## config.mk

```make
export PLATFORM = sky130hd
export DESIGN_NAME = spi_dma_master
export DESIGN_NICKNAME = d
export VERILOG_FILES = /design/src/rtl/spi_dma_pkg.sv /design/src/rtl/spi_dma_ptr.sv /design/src/rtl/spi_dma_shift.sv /design/src/rtl/spi_dma_master.sv
export SDC_FILE = /design/constraint.sdc
export NUM_CORES = 1
export LEC_CHECK = 0
export ABC_AREA = 1
export BUFFER_PORTS_ARGS = -buffer_cell sky130_fd_sc_hd__buf_2
export CAP_MARGIN = 0
export CORE_MARGIN = 5
export CORE_UTILIZATION = 61
export CTS_CLUSTER_DIAMETER = 30
export DETAILED_ROUTE_END_ITERATION = 8
export GPL_ROUTABILITY_DRIVEN = 1
export PLACE_DENSITY_LB_ADDON = 0.05
export SYNTH_ARGS = -nofsm -noshare
export SYNTH_HDL_FRONTEND = slang
export SYNTH_SLANG_ARGS = --single-unit
```

## constraint.sdc

```tcl
create_clock -name clk -period 4.6 [get_ports clk]
set_input_delay 0.92 -clock clk [delete_from_list [all_inputs] [get_ports clk]]
set_output_delay 0.92 -clock clk [all_outputs]
set_load 0.1 [all_outputs]
```

## src/rtl/spi_dma_pkg.sv

```systemverilog
package spi_dma_pkg;
  typedef enum logic [2:0] {
    ST_IDLE,
    ST_REQ,
    ST_WAIT,
    ST_XFER,
    ST_WR,
    ST_FIN
  } xfer_state_e;
endpackage

```

## src/rtl/spi_dma_ptr.sv

```systemverilog
// One pointer channel: a programmed value plus the copy captured at start.
module spi_dma_ptr #(
  parameter int AW = 16,
  parameter int LW = 8
) (
  input  logic          clk,
  input  logic          rst_n,
  input  logic          wr_en,
  input  logic [AW-1:0] wr_data,
  input  logic          capture,
  input  logic          advance,
  input  logic          list_en,
  input  logic [LW-1:0] len,
  output logic [AW-1:0] prog_q,
  output logic [AW-1:0] base_q
);
  logic dirty_q;  // software wrote since the last capture

  always_ff @(posedge clk or negedge rst_n) begin
    if (!rst_n) begin
      prog_q  <= '0;
      base_q  <= '0;
      dirty_q <= 1'b0;
    end else begin
      if (capture) begin
        base_q  <= prog_q;
        dirty_q <= 1'b0;
      end
      if (wr_en) begin
        prog_q  <= wr_data;
        dirty_q <= 1'b1;
      end else if (advance && list_en && !dirty_q) begin
        prog_q <= base_q + AW'(len);
      end
    end
  end
endmodule

```

## src/rtl/spi_dma_shift.sv

```systemverilog
// Mode 0 byte engine: sample on rising SCK, shift on falling SCK, MSB first.
module spi_dma_shift #(
  parameter int DW   = 8,
  parameter int DIVW = 8
) (
  input  logic            clk,
  input  logic            rst_n,
  input  logic            go,
  input  logic [DW-1:0]   tx_byte,
  input  logic [DIVW-1:0] div,
  input  logic            miso,
  output logic            sck,
  output logic            mosi,
  output logic            done,
  output logic [DW-1:0]   rx_byte
);
  localparam int BW = (DW > 1) ? $clog2(DW) : 1;

  logic            active_q;
  logic [DW-1:0]   tx_sr, rx_sr;
  logic [BW-1:0]   bit_q;
  logic [DIVW-1:0] tmr_q;

  always_ff @(posedge clk or negedge rst_n) begin
    if (!rst_n) begin
      active_q <= 1'b0;
      tx_sr    <= '0;
      rx_sr    <= '0;
      bit_q    <= '0;
      tmr_q    <= '0;
      sck      <= 1'b0;
      done     <= 1'b0;
    end else begin
      done <= 1'b0;
      if (go && !active_q) begin
        active_q <= 1'b1;
        tx_sr    <= tx_byte;
        bit_q    <= '0;
        tmr_q    <= '0;
        sck      <= 1'b0;
      end else if (active_q) begin
        if (tmr_q == div) begin
          tmr_q <= '0;
          if (!sck) begin
            sck   <= 1'b1;
            rx_sr <= {rx_sr[DW-2:0], miso};
          end else begin
            sck <= 1'b0;
            if (bit_q == BW'(DW - 1)) begin
              active_q <= 1'b0;
              done     <= 1'b1;
            end else begin
              bit_q <= bit_q + 1'b1;
              tx_sr <= {tx_sr[DW-2:0], 1'b0};
            end
          end
        end else begin
          tmr_q <= tmr_q + 1'b1;
        end
      end
    end
  end

  assign mosi    = tx_sr[DW-1];
  assign rx_byte = rx_sr;
endmodule

```

## src/rtl/spi_dma_master.sv

```systemverilog
module spi_dma_master
  import spi_dma_pkg::*;
#(
  parameter int AW   = 16,
  parameter int LW   = 8,
  parameter int DIVW = 8
) (
  input  logic            clk,
  input  logic            rst_n,
  input  logic            task_start,
  input  logic            task_stop,
  input  logic            cfg_list_en,
  input  logic            cfg_cs_en,
  input  logic [DIVW-1:0] cfg_div,
  input  logic [LW-1:0]   cfg_len,
  input  logic            tx_ptr_wr,
  input  logic [AW-1:0]   tx_ptr_wdata,
  input  logic            rx_ptr_wr,
  input  logic [AW-1:0]   rx_ptr_wdata,
  output logic [AW-1:0]   tx_ptr_q,
  output logic [AW-1:0]   rx_ptr_q,
  input  logic            end_clr,
  output logic            ev_started,
  output logic            ev_end,
  output logic            end_flag,
  output logic            rd_req_valid,
  input  logic            rd_req_ready,
  output logic [AW-1:0]   rd_req_addr,
  input  logic            rd_rsp_valid,
  input  logic [7:0]      rd_rsp_data,
  output logic            wr_valid,
  input  logic            wr_ready,
  output logic [AW-1:0]   wr_addr,
  output logic [7:0]      wr_data,
  output logic            sck,
  output logic            mosi,
  input  logic            miso,
  output logic            cs_n
);
  localparam int NCH = 2;  // channel 0 transmit, channel 1 receive

  xfer_state_e   state_q;
  logic [LW-1:0] idx_q, len_q;
  logic          stop_q;
  logic          accept, last_byte, byte_done, in_bytes;

  logic [NCH-1:0] pw_en;
  logic [AW-1:0]  pw_data [NCH];
  logic [AW-1:0]  prog    [NCH];
  logic [AW-1:0]  base    [NCH];

  assign accept    = (state_q == ST_IDLE) && task_start;
  assign last_byte = (idx_q == len_q - 1'b1);
  assign pw_en     = {rx_ptr_wr, tx_ptr_wr};
  assign pw_data[0] = tx_ptr_wdata;
  assign pw_data[1] = rx_ptr_wdata;

  for (genvar g = 0; g < NCH; g++) begin : g_ptr
    spi_dma_ptr #(.AW(AW), .LW(LW)) u_ptr (
      .clk    (clk),
      .rst_n  (rst_n),
      .wr_en  (pw_en[g]),
      .wr_data(pw_data[g]),
      .capture(accept),
      .advance(state_q == ST_FIN),
      .list_en(cfg_list_en),
      .len    (len_q),
      .prog_q (prog[g]),
      .base_q (base[g])
    );
  end

  assign tx_ptr_q = prog[0];
  assign rx_ptr_q = prog[1];

  spi_dma_shift #(.DW(8), .DIVW(DIVW)) u_shift (
    .clk    (clk),
    .rst_n  (rst_n),
    .go     ((state_q == ST_WAIT) && rd_rsp_valid),
    .tx_byte(rd_rsp_data),
    .div    (cfg_div),
    .miso   (miso),
    .sck    (sck),
    .mosi   (mosi),
    .done   (byte_done),
    .rx_byte(wr_data)
  );

  always_ff @(posedge clk or negedge rst_n) begin
    if (!rst_n) begin
      state_q    <= ST_IDLE;
      idx_q      <= '0;
      len_q      <= '0;
      stop_q     <= 1'b0;
      ev_started <= 1'b0;
      end_flag   <= 1'b0;
    end else begin
      ev_started <= accept;
      if (state_q == ST_FIN)  end_flag <= 1'b1;
      else if (end_clr)       end_flag <= 1'b0;
      if (task_stop && state_q != ST_IDLE && state_q != ST_FIN) stop_q <= 1'b1;
      unique case (state_q)
        ST_IDLE: if (accept) begin
          len_q   <= cfg_len;
          idx_q   <= '0;
          stop_q  <= 1'b0;
          state_q <= (cfg_len == '0) ? ST_FIN : ST_REQ;
        end
        ST_REQ:  if (rd_req_ready) state_q <= ST_WAIT;
        ST_WAIT: if (rd_rsp_valid) state_q <= ST_XFER;
        ST_XFER: if (byte_done)    state_q <= ST_WR;
        ST_WR:   if (wr_ready) begin
          idx_q <= idx_q + 1'b1;
          if (stop_q)         state_q <= ST_IDLE;
          else if (last_byte) state_q <= ST_FIN;
          else                state_q <= ST_REQ;
        end
        ST_FIN:  state_q <= ST_IDLE;
        default: state_q <= ST_IDLE;
      endcase
    end
  end

  assign in_bytes     = (state_q == ST_REQ) || (state_q == ST_WAIT) ||
                        (state_q == ST_XFER) || (state_q == ST_WR);
  assign cs_n         = !(cfg_cs_en && in_bytes);
  assign ev_end       = (state_q == ST_FIN);
  assign rd_req_valid = (state_q == ST_REQ);
  assign rd_req_addr  = base[0] + AW'(idx_q);
  assign wr_valid     = (state_q == ST_WR);
  assign wr_addr      = base[1] + AW'(idx_q);
endmodule

```

==> summary.md, run 1 <==
| Metric | Value |
|---|---|
| Max-Cap Viols | `0` |
| Worst EP arrival | `3.05 ns` |
| Vias | `7396` |
| RSZ-0062 raised after global routing | `no` |
| CP max-delay cell | `dfrtp_1` |
| Vias/cell | `5.42` |
| Final net count | `1295` |
| GRT Util Overall | `29.1%` |
| Worst EP required | `3.68 ns` |
| Row cnt | `40` |
| Setup_tns | `0 ns` |
| Final Hold Viols | `0` |
| Initial antenna violation count | `1` |
| Run status | `finished, final reports clean` |
| Die area | `14800 sq um` |
| Sequential share of the synthesized area | `38.8%` |
| Synth Warn # | `0` |
| Gr ovfl total | `0` |
| Slew Viols, Final | `0` |
| Diode count | `0` |
| Clock Root Buffer | `clkbuf_16` |
| Post-CTS Resized | `0` |
| P_leak | `5.00 nW` |
| HPWL Detailed | `15500 um` |
| Buffers on Ports | `148` |
| Cell Area, Synth | `7610 sq um` |
| CTS Buffer Depth | `2` |
| Num Clock Sinks | `118` |
| Fin crit period | `3.97 ns` |
| Cell Chain, Critical Path | `ha_1 > inv_1 > fa_1 > inv_1 > nand3_1 > o211ai_1 > nand2_1 > a21oi_1 > xor2_1 > buf_2` |
| # hold bufs at CTS | `0` |
| Largest net degree at the start of global routing | `60` |
| Worst slew margin | `50.1%` |
| CTS Buf Count | `17` |
| Total power divided by cell area | `792 nW/um^2` |
| VDD IR max | `617 uV` |
| Detailed Route Iter0 Violations | `585` |
| Synth-to-layout area growth | `19.5%` |
| First-pass GRT wire length | `34100 um` |
| Synthesized area per cell | `7.34 sq um` |
| H-tree lvl count | `4` |
| Tightest Hold Check Type | `reg -> reg` |
| Final setup vio count | `0` |
| Slew @ Worst Pin | `0.749 ns` |
| ANT nets after route | `0` |
| Most frequent CP cell | `inv_1` |
| Synth Register Bits | `118` |
| Final Skew | `0.00921 ns` |
| Fin crit share | `86.3%` |
| Drt first pass iters | `5` |
| Worst skew pair latency | `0.42 ns` |
| DRC errors left | `0` |
| # IOs | `149` |
| Setup bufs post-CTS | `0` |
| Core Area | `12100 sq um` |
| Die X | `122 um` |
| Chip height | `122 um` |
| CP endpoint kind | `output pin` |
| Placed Area | `8470 sq um` |
| Number of global-route vias before repair | `6876` |
| DR WL/cell | `15.2 um` |
| Layout cells sized above 1 | `17.6%` |
| Initial Utilization | `62.8%` |
| Cells after Synth | `1036` |
| Final GP Congestion | `0.957` |
| Setup Crit Path Kind | `reg -> out` |
| CP peak stage delay | `0.52 ns` |
| Fmax | `252 MHz` |
| Final core utilization | `75.0%` |
| Final Cell Area | `9090 sq um` |
| CTS tree | `built` |
| Filler Cells Inserted | `1005` |
| Critical path peak fanout | `8` |
| Distinct cells, synth | `47` |
| Mapped Nets | `1146` |
| CP startpoint kind | `flop` |
| Final WL | `20800 um` |
| Clock slew at reported path FFs | `0.05 ns` |
## registers in the layout, indices dropped and copies added, names as in the netlist
name,count
g_ptr.u_ptr.base_q,32
g_ptr.u_ptr.prog_q,32
idx_q,8
len_q,8
u_shift.rx_byte,8
u_shift.tmr_q,8
u_shift.tx_sr,8
state_q,3
u_shift.bit_q,3
g_ptr.u_ptr.dirty_q,2
end_flag,1
ev_started,1
stop_q,1
u_shift.active_q,1
u_shift.done,1
u_shift.sck,1
## worst max-delay path, delay by kind of cell (launching register included)
family                     cells  cell delay, ns
DFF                            1            0.52
AOI/OAI and AO/OA              2            0.55
buffers and inverters          3            0.56
adders and majority gates      2            0.62
xor gates and xnor gates       1            0.18
and+or+nand+nor                2            0.20
## through the flow
stage                     hold WS, ns  power [mW]  cells  setup WS (ns)
after floorplan                 0.442        4.96   1036         0.0352
after global placement          0.457        5.71   1334           1.11
after detailed placement        0.458        5.76   1334           1.08
after CTS                       0.471        7.18   1364          0.632
after global routing            0.501        7.62   1364          0.443
final                           0.471        7.20   1364          0.630
## report_power, final
| group | switching, mW | leakage (nW) | internal [mW] | total (mW) |
|---|---|---|---|---|
| combinational | 3.19 | 3.23 | 0.879 | 4.07 |
| clock | 0.464 | 0.299 | 0.925 | 1.39 |
| sequential | 0.386 | 1.47 | 1.35 | 1.74 |
## worst paths after layout
kind                                               from                               endpoint  slack (ns)  cells after the start
max                                idx_q[0]$_DFFE_PN0P_                        rd_req_addr[12]        0.63                     10
min                        u_shift.tx_sr[0]$_DFFE_PN0P_           u_shift.tx_sr[0]$_DFFE_PN0P_        0.47                      2
max reg2reg                        len_q[0]$_DFFE_PN0P_  g_ptr[1].u_ptr.prog_q[14]$_DFFE_PN0P_        2.32                     10
min reg2reg                u_shift.tx_sr[0]$_DFFE_PN0P_           u_shift.tx_sr[0]$_DFFE_PN0P_        0.47                      2
max in group asynchronous                         rst_n                   idx_q[2]$_DFFE_PN0P_        3.07                      2
min in group asynchronous                         rst_n           u_shift.tx_sr[4]$_DFFE_PN0P_        0.56                      1
## per-layer routing
metal  vias up  share of wire (%)  global-route usage [%]
li1       3648                  -                       -
met1      3396                 44                    41.2
met2       307                 45                    43.9
met3        43                9.0                    7.43
met4         2                2.2                    9.80
met5         -              0.053                       0
## cell type report
class	count	area, sq um	area share (%)
Multi-Input combinational cell	754	4010	44.1
Clock inverter	9	151	1.67
Sequential cell	118	2950	32.5
Clock buffer	21	460	5.07
Tap cell	168	210	2.31
Timing Repair Buffer	151	766	8.43
Inverter	143	539	5.94
## placed cells by master (no fill, tap or decap), drive strengths merged
| cell type | n |
|---|---|
| buf | 151 |
| clkbuf | 21 |
| or2 | 4 |
| o21a | 1 |
| nand3b | 2 |
| nor3 | 13 |
| nand3 | 73 |
| nor2 | 72 |
| fa | 4 |
| dfrtp | 118 |
| xor2 | 28 |
| a21boi | 2 |
| ha | 37 |
| mux2i | 3 |
| o21ai | 89 |
| nor4 | 2 |
| xnor2 | 11 |
| and2 | 1 |
| o221ai | 4 |
| a21o | 5 |
| clkinvlp | 1 |
| nor3b | 2 |
| a31o | 1 |
| a211oi | 1 |
| bufinv | 4 |
| a221oi | 1 |
| inv | 143 |
| clkinv | 4 |
| nand2 | 323 |
| o31ai | 1 |
| a31oi | 5 |
| o22ai | 6 |
| o21bai | 9 |
| nand4 | 12 |
| o211ai | 10 |
| a21oi | 32 |
## cell families after synthesis
logic type                 after synthesis  share of synthesized area [%]
adders and majority gates               41                           7.14
buffers and inverters                  164                           8.50
DFF                                    118                           38.8
AOI/OAI and AO/OA                      167                           12.6
muxes                                    3                          0.395
and+or+nand+nor                        504                           28.1
xor gates and xnor gates                39                           4.49
## synthesized netlist by cell type, drive strengths merged
cell type,n,share of area [%]
or2,4,0.33
o21a,1,0.099
fa,4,1.1
a31o,1,0.12
nor3b,2,0.20
o31ai,1,0.099
ha,37,6.1
nor2,72,4.0
a21boi,2,0.20
nand3,73,5.0
o21ai,89,6.0
nand4,12,1.1
nor4,2,0.16
nand3b,2,0.20
xnor2,11,1.3
o211ai,10,0.99
a21o,5,0.49
xor2,28,3.2
a31oi,5,0.41
a21oi,32,2.1
a211oi,1,0.099
mux2i,3,0.39
a221oi,1,0.12
o22ai,6,0.49
nor3,13,0.86
clkbuf,13,0.66
o21bai,9,0.89
dfrtp,118,39
nand2,323,16
buf,8,0.76
and2,1,0.082
inv,143,7.1
o221ai,4,0.46
Power figures use the tool's default switching activity.
==> run 2: changes to the inputs <==
==> constraint.sdc (replaced) <==
create_clock -name clk -period 4.6 [get_ports clk]
set_input_delay 0.46 -clock clk [delete_from_list [all_inputs] [get_ports clk]]
set_output_delay 0.46 -clock clk [all_outputs]
set_load 0.1 [all_outputs]
==> run 2 against run 1 <==
Against the previous run:
- clock skew hardly changed
- clock-buffer cell count fell by 3
- utilization down 0.17 points
- sequential cell count unchanged
- sequential power hardly changed
- sequential share of layout area grew 0.072 points
- via count fell by 0.49%
- routed wire length is 2.7% lower
- global-route usage is 0.74 points lower
- highest routed layer unchanged
- clock power down 6%
==> summary.md, run 2 (synthesis results as in run 1) <==
| Metric | Value |
|---|---|
| Diode count | `0 (unchanged)` |
| GRT Util Overall | `28.4% (-0.74 points)` |
| Total power divided by cell area | `782 nW/um^2 (-1.3%)` |
| Run status | `finished, final reports clean` |
| Placed Cells | `1334 (unchanged)` |
| Final GP Congestion | `0.966 (+0.98%)` |
| Worst EP arrival | `3.07 ns (+0.02 ns)` |
| ANT nets after route | `0 (unchanged)` |
| First-pass GRT wire length | `33200 um (-2.6%)` |
| Fmax | `283 MHz (+13%)` |
| Initial Utilization | `62.8% (unchanged)` |
| Setup Crit Path Kind | `reg -> out` |
| Setup_tns | `0 ns (unchanged)` |
| CTS tree | `built` |
| Final cell count without fillers | `1367 (+0.22%)` |
| Chip height | `122 um (unchanged)` |
| H-tree lvl count | `4 (unchanged)` |
| FF-to-FF path depth | `11 (+1)` |
| CTS Buffer Depth | `2 (unchanged)` |
| CP startpoint kind | `flop` |
| Final Skew | `0.00894 ns (-0.000277 ns)` |
| Row cnt | `40 (unchanged)` |
| VDD IR max | `711 uV (+15%)` |
| Clock Root Buffer | `clkbuf_16` |
| End of the worst hold path | `end_flag$_DFFE_PN0P_` |
| RSZ-0062 raised after global routing | `no` |
| Slew Viols, Final | `0 (unchanged)` |
| Flop2flop setup slack | `2.41 ns (+0.09 ns)` |
| Worst skew pair latency | `0.43 ns (about the same)` |
| P_leak | `4.97 nW (-0.43%)` |
| Clock slew at reported path FFs | `0.06 ns (about the same)` |
| Tightest Hold Check Type | `in -> reg` |
| Filler Cells Inserted | `1015 (+1.0%)` |
| Synth-to-layout area growth | `19.2%` |
| Number of global-route vias before repair | `6835 (-0.60%)` |
| Largest net degree at the start of global routing | `67 (+12%)` |
| Setup bufs post-CTS | `0 (unchanged)` |
| Fin crit period | `3.53 ns (-0.443 ns)` |
| Final WL | `20200 um (-2.7%)` |
| Vias/cell | `5.38 (-0.71%)` |
| CTS Buf Count | `17 (unchanged)` |
| DR WL/cell | `14.8 um (-2.9%)` |
| Critical R2R Launch | `state_q[0]$_DFFE_PN0P_` |
| Reg-to-Reg End | `idx_q[4]$_DFFE_PN0P_` |
| WHS Path Cells | `2 (unchanged)` |
| Buffers on Ports | `148 (unchanged)` |
| Top Registers | `g_ptr.u_ptr.base_q x32, g_ptr.u_ptr.prog_q x32` |
| Detailed Route Iter0 Violations | `525 (-10%)` |
| Max-Cap Viols | `0 (unchanged)` |
| HP Start | `end_clr` |
| Vias | `7360 (-0.49%)` |
| Gr ovfl total | `0 (unchanged)` |
| Final net count | `1296 (+0.077%)` |
| Critical path peak fanout | `8 (unchanged)` |
| Highest-count cells in the layout ignoring fill and taps | `316 x nand2_1, 147 x buf_2, 135 x inv_1` |
| Worst slew margin | `42.8% (-7.3 points)` |
| Core Area | `12100 sq um (unchanged)` |
| Worst EP required | `4.14 ns (+0.46 ns)` |
| # IOs | `149 (unchanged)` |
| Initial antenna violation count | `1 (unchanged)` |
| CP endpoint kind | `output pin` |
| Layout cells sized above 1 | `17.8% (+0.21 points)` |
| Num Clock Sinks | `118 (unchanged)` |
| Post-CTS Resized | `0 (unchanged)` |
| Slew @ Worst Pin | `0.858 ns (+0.110 ns)` |
| DRC errors left | `0 (unchanged)` |
| Fin crit share | `76.7% (-9.6 points)` |
| Drt first pass iters | `5 (unchanged)` |
| Die area | `14800 sq um (unchanged)` |
| Final setup vio count | `0 (unchanged)` |
| Die X | `122 um (unchanged)` |
| Most common cell after layout, fill and taps aside | `nand2_1` |
| Final Hold Viols | `0 (unchanged)` |
| HPWL Detailed | `15500 um (-0.12%)` |
==> run 2: metrics by stage <==
step	hold WS, ns	power [mW]	area, sq um	worst slack, ns	util [%]
3_3_place_gp	0.325	5.71	8470	1.57	70.0
3_5_place_dp	0.325	5.75	8470	1.52	70.0
2_1_floorplan	0.164	4.96	7610	0.495	-
6_report	0.207	7.09	9070	1.07	74.9
5_1_grt	0.206	7.54	9070	0.906	74.9
4_1_cts	0.201	7.08	9070	1.06	74.9
==> run 2: cell type report <==
type | count | area, sq um | share of cell area (%)
clock inverters | 14 | 153 | 1.68
flip-flops and latches | 118 | 2950 | 32.6
inverters | 143 | 539 | 5.95
well taps | 168 | 210 | 2.32
multi-input cells | 754 | 4010 | 44.2
clock buffers | 18 | 429 | 4.73
repair buffers | 152 | 776 | 8.56
==> run 2: per-layer routing <==
layer	global-route usage, %	part of all wire, %
met1	39.8	45
met2	43.1	44
met3	7.47	8.9
met4	9.17	2.2
met5	0	0.064
==> run 2: how the worst max path moves through the flow <==
stage	cells after the start	end	slack (ns)	start
2_1_floorplan	5	cs_n	0.50	state_q[2]$_DFFE_PN0P_
3_5_place_dp	10	rd_req_addr[12]	1.52	idx_q[0]$_DFFE_PN0P_
3_3_place_gp	11	rd_req_addr[14]	1.57	idx_q[0]$_DFFE_PN0P_
4_1_cts	10	rd_req_addr[12]	1.06	idx_q[0]$_DFFE_PN0P_
5_1_grt	11	rd_req_addr[14]	0.91	idx_q[0]$_DFFE_PN0P_
6_report	10	rd_req_addr[12]	1.07	idx_q[0]$_DFFE_PN0P_
==> run 2: critical path, stage by stage, from the launching register on <==
cell and delay (ns):
dfrtp_1 0.52, ha_1 0.23, inv_1 0.06, fa_1 0.40, inv_1 0.07, nand3_1 0.09
o211ai_1 0.28, nand2_1 0.12, a21oi_1 0.26, xor2_1 0.17, buf_2 0.44
==> run 2: repair_timing <==
action / 4_1_cts / 5_1_grt
hold endpoints to repair: 13 / 0
hold buffers: 1 / 0
endpoints found under the setup margin: 0 / 0
==> run 2: where the power goes <==
part	switching, mW	internal (mW)	total (mW)
Combinational	3.17	0.876	4.04
Sequential	0.383	1.35	1.74
Clock	0.509	0.798	1.31
Total	4.06	3.03	7.09
